$ cat src/rtl/snoop_pkg.sv
package snoop_pkg;

  localparam int DEF_DATA_W      = 8;
  localparam int DEF_HDR_BYTES   = 10;
  localparam int DEF_FIELD_OFS   = 6;
  localparam int DEF_FIELD_BYTES = 4;
  localparam logic [31:0] DEF_SELFTEST_CODE = 32'h0000_0053;
  localparam logic [31:0] DEF_GOOD_CODE     = 32'h0000_0000;

  typedef enum logic [0:0] {
    PAIR_IDLE = 1'b0,
    PAIR_WAIT = 1'b1
  } pair_state_e;

endpackage

$ cat src/rtl/snoop_field_grab.sv
module snoop_field_grab #(
  parameter int DATA_W      = snoop_pkg::DEF_DATA_W,
  parameter int HDR_BYTES   = snoop_pkg::DEF_HDR_BYTES,
  parameter int FIELD_OFS   = snoop_pkg::DEF_FIELD_OFS,
  parameter int FIELD_BYTES = snoop_pkg::DEF_FIELD_BYTES,
  localparam int FIELD_W    = DATA_W * FIELD_BYTES,
  localparam int CNT_W      = $clog2(HDR_BYTES + 1)
) (
  input  logic               clk,
  input  logic               rst_n,
  input  logic               beat_valid,
  input  logic [DATA_W-1:0]  beat_data,
  input  logic               beat_last,
  output logic               start_o,
  output logic               end_o,
  output logic               full_o,
  output logic [FIELD_W-1:0] field_o
);

  localparam logic [CNT_W-1:0] WIN_LO  = CNT_W'(FIELD_OFS);
  localparam logic [CNT_W-1:0] WIN_HI  = CNT_W'(FIELD_OFS + FIELD_BYTES);
  localparam logic [CNT_W-1:0] CNT_MAX = CNT_W'(HDR_BYTES);
  localparam logic [CNT_W-1:0] LAST_HDR = CNT_W'(HDR_BYTES - 1);

  logic [CNT_W-1:0]   cnt_q, cnt_d;
  logic [FIELD_W-1:0] fld_q, fld_d, fld_shift;
  logic               cnt_en, fld_en, in_win;

  assign in_win = (cnt_q >= WIN_LO) && (cnt_q < WIN_HI);

  generate
    if (FIELD_BYTES == 1) begin : g_single
      assign fld_shift = beat_data;
    end else begin : g_shift
      assign fld_shift = {fld_q[FIELD_W-DATA_W-1:0], beat_data};
    end
  endgenerate

  always_comb begin
    cnt_en = beat_valid;
    cnt_d  = cnt_q;
    if (beat_last) begin
      cnt_d = '0;
    end else if (cnt_q != CNT_MAX) begin
      cnt_d = cnt_q + 1'b1;
    end
    fld_en = beat_valid && in_win;
    fld_d  = fld_shift;
  end

  always_ff @(posedge clk or negedge rst_n) begin
    if (!rst_n) begin
      cnt_q <= '0;
    end else if (cnt_en) begin
      cnt_q <= cnt_d;
    end
  end

  always_ff @(posedge clk or negedge rst_n) begin
    if (!rst_n) begin
      fld_q <= '0;
    end else if (fld_en) begin
      fld_q <= fld_d;
    end
  end

  assign start_o = beat_valid && (cnt_q == '0);
  assign end_o   = beat_valid && beat_last;
  assign full_o  = (cnt_q >= LAST_HDR);
  assign field_o = fld_en ? fld_d : fld_q;

  assert_cnt_bound_R11: assert property (@(posedge clk) disable iff (!rst_n)
    cnt_q <= CNT_MAX);

  assert_cnt_restart_R7: assert property (@(posedge clk) disable iff (!rst_n)
    (beat_valid && beat_last) |=> (cnt_q == '0));

  assert_idle_hold_R12: assert property (@(posedge clk) disable iff (!rst_n)
    !beat_valid |=> $stable(cnt_q));

endmodule

$ cat src/rtl/snoop_pair_ctrl.sv
module snoop_pair_ctrl #(
  parameter int FIELD_W = 32,
  parameter logic [FIELD_W-1:0] MATCH_CODE = FIELD_W'(snoop_pkg::DEF_SELFTEST_CODE),
  parameter logic [FIELD_W-1:0] GOOD_CODE  = FIELD_W'(snoop_pkg::DEF_GOOD_CODE)
) (
  input  logic               clk,
  input  logic               rst_n,
  input  logic               cmd_start,
  input  logic               cmd_end,
  input  logic               cmd_full,
  input  logic [FIELD_W-1:0] cmd_field,
  input  logic               rsp_end,
  input  logic               rsp_full,
  input  logic [FIELD_W-1:0] rsp_field,
  output logic               done_o
);
  import snoop_pkg::*;

  pair_state_e state_q, state_d;
  logic        sel_q, sel_d, sel_en;
  logic        done_q, done_d;
  logic        rsp_hit;

  always_comb begin
    state_d = state_q;
    sel_en  = cmd_end;
    sel_d   = cmd_full && (cmd_field == MATCH_CODE);
    rsp_hit = 1'b0;
    if (rsp_end && (state_q == PAIR_WAIT)) begin
      rsp_hit = sel_q && rsp_full && (rsp_field == GOOD_CODE);
      state_d = PAIR_IDLE;
    end
    if (cmd_end) begin
      state_d = PAIR_WAIT;
    end
    done_d = rsp_hit && !cmd_start;
  end

  always_ff @(posedge clk or negedge rst_n) begin
    if (!rst_n) begin
      state_q <= PAIR_IDLE;
      done_q  <= 1'b0;
    end else begin
      state_q <= state_d;
      done_q  <= done_d;
    end
  end

  always_ff @(posedge clk or negedge rst_n) begin
    if (!rst_n) begin
      sel_q <= 1'b0;
    end else if (sel_en) begin
      sel_q <= sel_d;
    end
  end

  assign done_o = done_q;

  assert_orphan_ignored_R8: assert property (@(posedge clk) disable iff (!rst_n)
    (rsp_end && (state_q == PAIR_IDLE)) |=> !done_q);

  assert_start_clears_R9: assert property (@(posedge clk) disable iff (!rst_n)
    cmd_start |=> !done_q);

  assert_pulse_width_R6: assert property (@(posedge clk) disable iff (!rst_n)
    done_q |=> !done_q);

  assert_short_rsp_R5: assert property (@(posedge clk) disable iff (!rst_n)
    (rsp_end && !rsp_full) |=> !done_q);

  assert_bad_code_R4: assert property (@(posedge clk) disable iff (!rst_n)
    (rsp_end && (rsp_field != GOOD_CODE)) |=> !done_q);

  assert_decision_held_R7: assert property (@(posedge clk) disable iff (!rst_n)
    !cmd_end |=> $stable(sel_q));

endmodule

$ cat src/rtl/selftest_snoop.sv
module selftest_snoop #(
  parameter int DATA_W      = snoop_pkg::DEF_DATA_W,
  parameter int HDR_BYTES   = snoop_pkg::DEF_HDR_BYTES,
  parameter int FIELD_OFS   = snoop_pkg::DEF_FIELD_OFS,
  parameter int FIELD_BYTES = snoop_pkg::DEF_FIELD_BYTES,
  localparam int FIELD_W    = DATA_W * FIELD_BYTES,
  parameter logic [FIELD_W-1:0] SELFTEST_CODE = FIELD_W'(snoop_pkg::DEF_SELFTEST_CODE),
  parameter logic [FIELD_W-1:0] GOOD_CODE     = FIELD_W'(snoop_pkg::DEF_GOOD_CODE)
) (
  input  logic              clk,
  input  logic              rst_n,
  input  logic              cmd_valid,
  input  logic [DATA_W-1:0] cmd_data,
  input  logic              cmd_last,
  input  logic              rsp_valid,
  input  logic [DATA_W-1:0] rsp_data,
  input  logic              rsp_last,
  output logic              selftest_done
);

  logic               rst_meta_q, rst_sync_q;
  logic               cmd_start, cmd_end, cmd_full;
  logic               rsp_start, rsp_end, rsp_full;
  logic [FIELD_W-1:0] cmd_field, rsp_field;

  always_ff @(posedge clk or negedge rst_n) begin
    if (!rst_n) begin
      rst_meta_q <= 1'b0;
      rst_sync_q <= 1'b0;
    end else begin
      rst_meta_q <= 1'b1;
      rst_sync_q <= rst_meta_q;
    end
  end

  snoop_field_grab #(
    .DATA_W(DATA_W), .HDR_BYTES(HDR_BYTES),
    .FIELD_OFS(FIELD_OFS), .FIELD_BYTES(FIELD_BYTES)
  ) u_cmd_grab (
    .clk(clk), .rst_n(rst_sync_q),
    .beat_valid(cmd_valid), .beat_data(cmd_data), .beat_last(cmd_last),
    .start_o(cmd_start), .end_o(cmd_end), .full_o(cmd_full), .field_o(cmd_field)
  );

  snoop_field_grab #(
    .DATA_W(DATA_W), .HDR_BYTES(HDR_BYTES),
    .FIELD_OFS(FIELD_OFS), .FIELD_BYTES(FIELD_BYTES)
  ) u_rsp_grab (
    .clk(clk), .rst_n(rst_sync_q),
    .beat_valid(rsp_valid), .beat_data(rsp_data), .beat_last(rsp_last),
    .start_o(rsp_start), .end_o(rsp_end), .full_o(rsp_full), .field_o(rsp_field)
  );

  snoop_pair_ctrl #(
    .FIELD_W(FIELD_W), .MATCH_CODE(SELFTEST_CODE), .GOOD_CODE(GOOD_CODE)
  ) u_pair (
    .clk(clk), .rst_n(rst_sync_q),
    .cmd_start(cmd_start), .cmd_end(cmd_end), .cmd_full(cmd_full), .cmd_field(cmd_field),
    .rsp_end(rsp_end), .rsp_full(rsp_full), .rsp_field(rsp_field),
    .done_o(selftest_done)
  );

  assert_reset_quiet_R1: assert property (@(posedge clk)
    !rst_sync_q |-> !selftest_done);

  assert_after_end_R6: assert property (@(posedge clk) disable iff (!rst_sync_q)
    selftest_done |-> $past(rsp_valid && rsp_last));

  assert_start_unused_R11: assert property (@(posedge clk) disable iff (!rst_sync_q)
    (rsp_start && !rsp_end) |=> !selftest_done);

endmodule

$ cat config.mk
export PLATFORM = sky130hd
export DESIGN_NAME = selftest_snoop
export DESIGN_NICKNAME = d
export VERILOG_FILES = /design/src/rtl/snoop_pkg.sv /design/src/rtl/snoop_field_grab.sv /design/src/rtl/snoop_pair_ctrl.sv /design/src/rtl/selftest_snoop.sv
export SDC_FILE = /design/constraint.sdc
export NUM_CORES = 1
export LEC_CHECK = 0
export ABC_AREA = 1
export BUFFER_PORTS_ARGS = -buffer_cell sky130_fd_sc_hd__clkbuf_2
export CORE_MARGIN = 2
export CORE_UTILIZATION = 45
export CTS_CLUSTER_DIAMETER = 40
export CTS_CLUSTER_SIZE = 30
export DETAILED_ROUTE_END_ITERATION = 6
export GPL_TIMING_DRIVEN = 0
export HOLD_SLACK_MARGIN = 0.05
export PLACE_DENSITY_LB_ADDON = 0.1
export SYNTH_ARGS = -nofsm -noshare
export SYNTH_HDL_FRONTEND = slang
export SYNTH_SLANG_ARGS = --single-unit
$ cat constraint.sdc
create_clock -name clk -period 4 [get_ports clk]
set_input_delay 0 -clock clk [delete_from_list [all_inputs] [get_ports clk]]
set_output_delay 0 -clock clk [all_outputs]
set_load 0.02 [all_outputs]
==> flow_summary.ini, run 1 <==
[clock_tree]
cts_max_level = 3
clk-insertion-delay-late_ps = 350
cts_sinks = 77
cts_tree = yes
numCtsBuffers = 9
post_cts_buffers = 0
root_buffer = clkbuf_8
path_clk_slew_ps = 90
clock_path_buffers = 2

[sta]
slew_violations = 0
setup_tns_ps = 0
period_needed_ps = 2150
setup_viol = 0
rsz0062_at_grt = no
max-slew-margin-rel_pct = 62.4
worst_slew_pin_slew_ps = 564
finalWorstSetupSlack_ps = 1850
fin_worst_skew_ps = 14.4
hold_violations = 0
fmax_ghz = 0.465
min_period_over_period_pct = 53.8

[synthesis]
synth.distinct_cells = 27
synth_seq_area_share_pct = 52.5
synth-warning-count = 0
netlist.area_leader.share_pct = 52.5
syn_area_per_cell_um2 = 7.97
ys_ff_latch = 77
synth_fp_nets = 490
yosys-top-cells-area = dfrtp_1 (53%), nand2_1 (15%), inv_1 (7.2%), nand3_1 (6.4%), nor2_1 (3.5%)
yosysTopAreaCell = dfrtp_1
mappedNetlistArea_um2 = 3670
syn-instance-count = 460

[floorplan]
die_x_um = 94.3
initial_core_util_pct = 47.0
die_y_um = 94.3
coreArea_um2 = 7810
die-area_um2 = 8890
rows = 32
top_level_ports = 23

[global_routing]
overflow = 0
grtUsageTotal_pct = 19.8
grt_max_degree = 60
grt_pass1_wl_um = 13700
grt_pass1_vias = 3031
antenna_found_initial = 0

[route]
drc = 0
wl_um = 7600
drt_iter0_markers = 137
wl_per_cell_um = 12.2
vias_per_cell = 4.70
antenna_left = 0
vias = 2926
first_pass_iters = 4

[outcome]
status = complete, no violations

[final_layout]
final_cell_mix = nand2_1 (150), dfrtp_1 (76), inv_1 (70), nand3_1 (47), nor2_1 (34)
syn_to_final_growth_pct = 19.5
nets = 546
fin_util_pct = 56.2
diodes = 0
fill_cells = 728
drive_above_1_share_pct = 12.1
layout_commonest_cell = nand2_1
final_area_um2 = 4380

[worst_setup_path]
r2r-start = u_cmd_grab.cnt_q[0]
startpoint = u_cmd_grab.cnt_q[0]
r2r_setup_slack_ps = 1850
critical_path_peak_fanout = 10
cp.arrival_ps = 2430
timing.critical_path.to_type = flop
timing.rr.end = u_pair.sel_q
reg2reg_depth = 16
path_class = reg2reg
cp_data_required_time_ps = 4280
critPathLaunchType = flop

[power]
power_density_nw_per_um2 = 581
p_leak_nw = 2.35
max-vdd-ir-drop_mv = 0.271
finalPower_mw = 2.55

[placed_design]
place_congestion = 0.819
dpl.hpwl_um = 5160
port_buffers = 22
post-place-ws_ps = 1900
dpl_cell_area_um2 = 3940

[flow_run]
cap_violations = 0

[min_path]
hold_path.class = reg2async
[what timing repair did]
action                    4_1_cts  5_1_grt
hold endpoints to repair       29        0
hold buffers                   22        0
gates resized for setup         0        0
[through the flow]
stage,hold slack [ps],std cells
finish,197,623
global route,233,623
global placement,-214,584
detailed placement,-213,585
floorplan,-296,460
CTS,213,623
[cells by family after synthesis]
family / after synthesis / share of synthesized area [%]
xor gates and xnor gates: 3 / 0.717
DFF: 77 / 52.5
and+or+nand+nor: 249 / 28.8
AOI/OAI and AO/OA: 32 / 4.71
buffers and inverters: 90 / 10.4
adders and majority gates: 8 / 2.73
other: 1 / 0.102
[power by group]
part	leakage, nW	switching, mW	internal [mW]
clock network	0.108	0.310	0.360
registers	0.919	0.124	1.07
logic	1.32	0.428	0.256
total	2.35	0.862	1.69
[Yosys cell counts]
| master | n |
|---|---|
| inv_2 | 3 |
| xor2_1 | 3 |
| nand2_4 | 1 |
| nand3_2 | 1 |
| nand2_1 | 150 |
| nor3_1 | 3 |
| buf_2 | 9 |
| o221ai_1 | 1 |
| nand4_1 | 1 |
| a31oi_1 | 1 |
| a41oi_1 | 1 |
| a21oi_1 | 2 |
| clkbuf_1 | 3 |
| conb_1 | 1 |
| o21ai_2 | 1 |
| inv_1 | 70 |
| buf_4 | 1 |
| nor2_2 | 1 |
| nand3_1 | 47 |
| o21ai_1 | 11 |
| ha_1 | 8 |
| nand2_2 | 2 |
| buf_6 | 4 |
| o21ai_0 | 15 |
| dfrtp_1 | 77 |
| nor2_1 | 34 |
| nand3b_1 | 9 |
[registers in the layout, summed over array words and instances (netlist names), 4 cells and up]
signal and flops:
u_rsp_grab.cnt_q 4, u_rsp_grab.fld_q 32, u_cmd_grab.fld_q 32, u_cmd_grab.cnt_q 4
[area by class of cell]
| cell class | count | area (um^2) | share of cell area [%] |
|---|---|---|---|
| buffer | 17 | 109 | 2.48 |
| tap | 102 | 128 | 2.91 |
| sequential | 77 | 1930 | 44.0 |
| clock inverter | 7 | 104 | 2.37 |
| clock buffer | 9 | 124 | 2.83 |
| timing repair buffer | 45 | 358 | 8.16 |
| inverter | 73 | 274 | 6.25 |
| multi-input combinational | 293 | 1360 | 31.0 |
[critical path: stages (launching register included)]
cell and delay [ps]:
dfrtp_1 430, inv_1 100, ha_1 200, inv_1 50
nand2_1 40, nand2_1 100, nand2_4 90, nand2_2 80
buf_2 240, nand2_1 80, nand2_1 80, nand2_1 80
nor2_1 130, nand2_1 60, nor2_1 110, nand3_1 130
nand2_1 80
[routing by layer]
metal / track usage, % / wire (um)
met5: 0 / 0
met4: 7.37 / 108
met1: 28.0 / 3750
met3: 2.65 / 270
met2: 31.2 / 3470
[how the worst max path moves through the flow]
stage,slack (ps),to,cells past startpoint
after floorplan,1700,u_cmd_grab.cnt_q[0],0
after global placement,760,u_cmd_grab.cnt_q[1],0
after detailed placement,1900,u_pair.sel_q,16
after CTS,1870,u_pair.sel_q,16
after global routing,1650,u_pair.sel_q,17
final,1850,u_pair.sel_q,16
Power figures use the tool's default switching activity.
==> inputs of run 2 (changes only) <==
--- a/config.mk
+++ b/config.mk
@@ -5,7 +5,7 @@
 export SDC_FILE = /design/constraint.sdc
 export NUM_CORES = 1
 export LEC_CHECK = 0
-export ABC_AREA = 1
+export ABC_AREA = 0
 export BUFFER_PORTS_ARGS = -buffer_cell sky130_fd_sc_hd__clkbuf_2
 export CORE_MARGIN = 2
 export CORE_UTILIZATION = 45
==> constraint.sdc (replaced) <==
create_clock -name clk -period 1.75 [get_ports clk]
set_input_delay 0 -clock clk [delete_from_list [all_inputs] [get_ports clk]]
set_output_delay 0 -clock clk [all_outputs]
set_load 0.02 [all_outputs]
==> run 2 against run 1 <==
The run now ends with negative setup slack left; first-iteration DRC count decreased by 8.8%; clock skew decreased by 4.8 ps; sequential share of layout area decreased by 1.4 points; critical endpoint is now u_pair.done_o.
==> flow_summary.ini, run 2 <==
[final_layout]
layout_commonest_cell = dfrtp_1
fill_cells = 569
reg.largest.list = u_cmd_grab.fld_q (32), u_rsp_grab.fld_q (32)
diodes = 0
final_cell_mix = dfrtp_1 (74), mux2_4 (39), mux2_2 (25), dlygate4sd3_1 (22), clkbuf_2 (21)
syn_to_final_growth_pct = 37.3
drive_above_1_share_pct = 46.6
fin_cells = 421
nets = 347

[worst_setup_path]
cp_data_required_time_ps = 1990
crit_chain = or4_1, or4_4, nor2_4, o311ai_4, a2111oi_2
timing.critical_path.to_type = flop
path_class = reg2reg
path_delay_family = simple AND/OR/NAND/NOR gates
critPathBufInv = 0
critical_path_peak_fanout = 3
critPathLaunchType = flop
slowest_delay_ps = 510
cp.arrival_ps = 2170
slowest_stage = or4_1

[route]
wl_um = 7080
vias = 2196
vias_per_cell = 5.22
met1_length_um = 3500
highest_layer = met4
antenna_left = 0
wl_per_cell_um = 16.8
first_pass_iters = 4
drc = 0
met2_length_um = 3330
wl_met3_um = 174
drt_iter0_markers = 125

[min_path]
hold_path.class = reg2async

[synthesis]
syn_area_per_cell_um2 = 13.7
ys_top_cells_by_count = dfrtp_1 (77), mux2_2 (64), nor4_1 (11)
synth_seq_area_share_pct = 58.4
synth_flop_cell = dfrtp_1
synth.distinct_cells = 37
synth-warning-count = 0
syn-instance-count = 241
synth.most_common_cell = dfrtp_1
mappedNetlistArea_um2 = 3300
ys_ff_latch = 77
netlist.area_leader.share_pct = 58.4
yosys-top-cells-area = dfrtp_1 (58%), mux2_2 (22%), ha_1 (3.0%), nor4_1 (2.1%), nor4b_1 (1.6%)
synth_edf_count = 0
yosysTopAreaCell = dfrtp_1
synth_fp_nets = 271
synthArstFlopShare_pct = 100

[global_routing]
antenna_found_initial = 0
grtUsageTotal_pct = 18.1
grt_pass1_wl_um = 10900
grt_max_degree = 68
overflow = 0
grt_pass1_vias = 2251

[placed_design]
post-place-ws_ps = -432
place_congestion = 0.798
dpl.hpwl_um = 4190
port_buffers = 21
dp.cells = 362

[floorplan]
coreArea_um2 = 7180
die-area_um2 = 8040
top_level_ports = 23
die_y_um = 89.6
rows = 31
die_x_um = 89.6
initial_core_util_pct = 46.0

[sta]
slew_violations = 0
worst_slew_pin_slew_ps = 528
fin_worst_skew_ps = 9.64
max-slew-margin-rel_pct = 64.3
rsz0062_at_grt = yes
period_needed_ps = 1930
fmax_ghz = 0.518
finalWorstSetupSlack_ps = -182
min_period_over_period_pct = 110
setup_viol = 40
hold_violations = 0

[power]
power_density_nw_per_um2 = 1340
finalPower_mw = 6.08
p_leak_nw = 2.15
max-vdd-ir-drop_mv = 0.784

[clock_tree]
numCtsBuffers = 9
path_clk_slew_ps = 90
root_buffer = clkbuf_8
clock_path_buffers = 2
cts_max_level = 3
cts_sinks = 77
cts_tree = yes
clk-insertion-delay-late_ps = 340

[flow_run]
cap_violations = 0

[outcome]
status = finished, violations left
violations = negative setup slack
run 2: layer usage:
| layer | track usage, % | vias to the layer above |
|---|---|---|
| li1 | - | 1044 |
| met1 | 26.4 | 1106 |
| met2 | 27.1 | 35 |
| met3 | 3.38 | 11 |
| met4 | 6.51 | 0 |
| met5 | 0 | - |
run 2: per-stage QoR:
| stage | cell area (um^2) | util (%) | TNS (ps) | hold WS [ps] |
|---|---|---|---|---|
| 5_1_grt | 4530 | 63.2 | -5010 | 169 |
| 4_1_cts | 4210 | 58.6 | -205 | 154 |
| 3_5_place_dp | 3570 | 49.8 | -17160 | -213 |
| 3_3_place_gp | 3540 | 49.4 | -23660 | -214 |
| 6_report | 4530 | 63.2 | -2070 | 152 |
| 2_1_floorplan | 3310 | - | -2020 | -296 |
run 2: logic make-up (layout without fill, tap and decap cells):
kind of cell             count (synthesis)  count (layout)  synth area share, %
buffers and inverters                   16              97                 1.82
adder cells (fa/ha/maj)                  8               8                 3.03
AO/OA/AOI/OAI                           18              18                 4.06
multiplexers                            65              65                 22.1
flip-flops                              77              77                 58.4
XOR/XNOR                                 2               2                0.531
other                                    1               1                0.114
AND/OR/NAND/NOR                         54              54                 9.93
run 2: layout make-up:
type | instances | area [um^2] | area share, %
Tap cell | 99 | 124 | 2.73
Inverter | 9 | 33.8 | 0.745
Buffer | 6 | 71.3 | 1.57
Multi-Input combinational cell | 148 | 1580 | 34.9
Clock buffer | 10 | 138 | 3.04
Timing Repair Buffer | 66 | 581 | 12.8
Clock inverter | 6 | 71.3 | 1.57
Sequential cell | 77 | 1930 | 42.6
run 2: timing repair:
| item | 4_1_cts | 5_1_grt |
|---|---|---|
| pin swaps | 3 | 6 |
| setup buffers | 11 | 7 |
| endpoints found under the setup margin | 61 | 67 |
| hold buffers | 22 | 0 |
| cloned | 3 | 2 |
| resized for setup | 24 | 75 |
| endpoints found under the hold margin | 28 | 0 |
run 2: worst register-to-register path: cells and delay by family, from the launching register on:
family           cells  cell delay [ps]
AO/OA/AOI/OAI        2              360
AND/OR/NAND/NOR      3             1080
flip-flops           1              400
run 2: path summary, 6_finish.rpt:
path,to,slack (ps),start,cells past startpoint
min reg2reg,u_cmd_grab.fld_q[5],150,rst_sync_q,0
max reg2reg,u_pair.done_o,-180,u_rsp_grab.fld_q[13],5
max,u_pair.done_o,-180,u_rsp_grab.fld_q[13],5
min,u_cmd_grab.fld_q[5],150,rst_sync_q,0
min in group clk,rst_sync_q,370,rst_meta_q,0
max in group asynchronous,u_cmd_grab.cnt_q[1],1020,rst_sync_q,1
run 2: report_power, final:
group | internal [mW] | leakage [nW] | switching [mW]
clock | 0.708 | 0.0991 | 0.708
combinational | 1.11 | 1.08 | 0.504
sequential | 2.46 | 0.968 | 0.593
total | 4.28 | 2.15 | 1.81
==> inputs of run 3 (changes only) <==
--- a/config.mk
+++ b/config.mk
@@ -5,10 +5,10 @@
 export SDC_FILE = /design/constraint.sdc
 export NUM_CORES = 1
 export LEC_CHECK = 0
-export ABC_AREA = 0
+export ABC_AREA = 1
 export BUFFER_PORTS_ARGS = -buffer_cell sky130_fd_sc_hd__clkbuf_2
 export CORE_MARGIN = 2
-export CORE_UTILIZATION = 45
+export CORE_UTILIZATION = 40
 export CTS_CLUSTER_DIAMETER = 40
 export CTS_CLUSTER_SIZE = 30
 export DETAILED_ROUTE_END_ITERATION = 6
==> run 3 against run 2 <==
The run still ends with negative setup slack left; count of clock-buffer cells in the layout increased by 2; register-to-register slack improved by 20 ps; clock power increased by 15%; setup slack improved by 17 ps; final area increased by 8.0%; routed wire length increased by 18%; clock skew increased by 2.6 ps; sequential share of layout area decreased by 3.1 points; non-clock buffer count increased by 19; maximum frequency increased by 0.89%; critical path type unchanged; highest routed layer unchanged.
==> flow_summary.ini, run 3 (synthesis gave the netlist of run 1 again) <==
[outcome]
status = finished, violations left
violations = negative setup slack

[worst_setup_path]
slowest_delay_ps = 410
crit_chain = inv_2, ha_4, nor2_2, o21ai_2, nand2_4, buf_8, buf_6, nand2_4, nand2_2, nor2_1, nand2_1, nor2_2, nand3_2, nor2_2
crit_end = u_pair.done_o
reg2reg_depth = 14
r2r_setup_slack_ps = -160
cpMostUsedCell = nor2_2
slowest_stage = dfrtp_2
r2r-start = u_rsp_grab.cnt_q[0]
cp.arrival_ps = 2200
path_class = reg2reg
critPathLaunchType = flop
timing.rr.end = u_pair.done_o
cp_data_required_time_ps = 2040
critical_path_peak_fanout = 6
startpoint = u_rsp_grab.cnt_q[0]
timing.critical_path.to_type = flop

[final_layout]
fill_cells = 854
diodes = 0
syn_to_final_growth_pct = 33.5
fin_util_pct = 55.6
layout_commonest_cell = nand2_1
reg.largest.list = u_cmd_grab.fld_q (32), u_rsp_grab.fld_q (32)
final_cell_mix = nand2_1 (130), dfrtp_1 (73), inv_1 (66), nand3_1 (45), buf_4 (24)
fin_cells = 658
drive_above_1_share_pct = 26.0
nets = 575

[global_routing]
overflow = 0
antenna_found_initial = 0
grt_pass1_vias = 2993
grt_max_degree = 61
grt_pass1_wl_um = 14300
grtUsageTotal_pct = 18.3

[floorplan]
rows = 34
die_x_um = 99.8
die_y_um = 99.8
die-area_um2 = 9950
coreArea_um2 = 8810
top_level_ports = 23
initial_core_util_pct = 41.6

[clock_tree]
cts_max_level = 3
cts_sinks = 77
root_buffer = clkbuf_8
cts_tree = yes
path_clk_slew_ps = 80
numCtsBuffers = 9
clock_path_buffers = 2
clk-insertion-delay-late_ps = 350

[sta]
max-slew-margin-rel_pct = 62.2
finalWorstSetupSlack_ps = -165
setup_viol = 3
rsz0062_at_grt = yes
min_period_over_period_pct = 109
worst_slew_pin_slew_ps = 567
slew_violations = 0
fin_worst_skew_ps = 12.2
hold_violations = 0
fmax_ghz = 0.522
period_needed_ps = 1910

[route]
wl_per_cell_um = 12.7
drt_iter0_markers = 205
vias_per_cell = 4.71
drc = 0
vias = 3102
first_pass_iters = 4
wl_um = 8340
antenna_left = 0

[placed_design]
dp.cells = 591
port_buffers = 22
place_congestion = 0.758
dpl.hpwl_um = 5300

[min_path]
hold_path.class = in2reg

[power]
power_density_nw_per_um2 = 1310
finalPower_mw = 6.42
max-vdd-ir-drop_mv = 0.607
p_leak_nw = 2.57

[flow_run]
cap_violations = 0
-- run 3: timing repair --
| item | CTS | global route |
|---|---|---|
| cloned | 3 | 0 |
| hold buffers | 21 | 0 |
| buffers inserted | 17 | 13 |
| setup endpoints to repair | 6 | 5 |
| pin swaps | 7 | 30 |
| gates resized for setup | 29 | 60 |
| endpoints found under the hold margin | 28 | 0 |
-- run 3: power by group --
part | internal, mW | switching, mW | total (mW)
Clock | 0.986 | 0.645 | 1.63
Combinational | 0.865 | 1.16 | 2.03
Sequential | 2.45 | 0.306 | 2.76
-- run 3: worst min path at each step --
stage          slack [ps]         from  cells past startpoint              endpoint
4_1_cts               180    cmd_valid                      6  u_cmd_grab.fld_q[31]
6_report              120  cmd_data[2]                      5   u_cmd_grab.fld_q[2]
3_3_place_gp         -210        rst_n                      1            rst_meta_q
2_1_floorplan        -300        rst_n                      0            rst_meta_q
5_1_grt               170  cmd_data[2]                      5   u_cmd_grab.fld_q[2]
3_5_place_dp         -210        rst_n                      1            rst_meta_q
-- run 3: metal layers --
layer  global-route usage [%]  share of wire, %  up-vias  wire, um
met5                        0                 0        -         0
met4                     6.64               1.6        0       130
met3                     2.74               3.4        9       285
met2                     27.7                45       46      3780
met1                     26.9                50     1451      4150
li1                         -                 -     1596         -
-- run 3: per-stage QoR --
| step | cell area, um^2 | hold WS (ps) | setup slack, ps | TNS [ps] |
|---|---|---|---|---|
| after floorplan | 3670 | -296 | 27.2 | 0 |
| after global placement | 3910 | -214 | -349 | -8920 |
| after detailed placement | 3940 | -210 | -363 | -784 |
| after CTS | 4650 | 183 | -164 | -489 |
| after global routing | 4900 | 170 | -286 | -767 |
| final | 4900 | 123 | -165 | -450 |
-- run 3: layout make-up --
| type | instances | area, um^2 | area share (%) |
|---|---|---|---|
| inverters | 73 | 274 | 5.60 |
| clock buffers | 12 | 145 | 2.96 |
| multi-input cells | 293 | 1540 | 31.4 |
| flip-flops and latches | 77 | 1930 | 39.5 |
| plain buffers | 17 | 150 | 3.07 |
| well taps | 108 | 135 | 2.76 |
| clock inverters | 4 | 95.1 | 1.94 |
| repair buffers | 74 | 626 | 12.8 |
-- run 3: worst max-delay path: cells and delay by family (launching register included) --
kind	cells	cell delay, ps
flops	1	410
compound gates	1	220
simple gates	9	720
fa+ha+maj	1	130
buf+inv	3	350
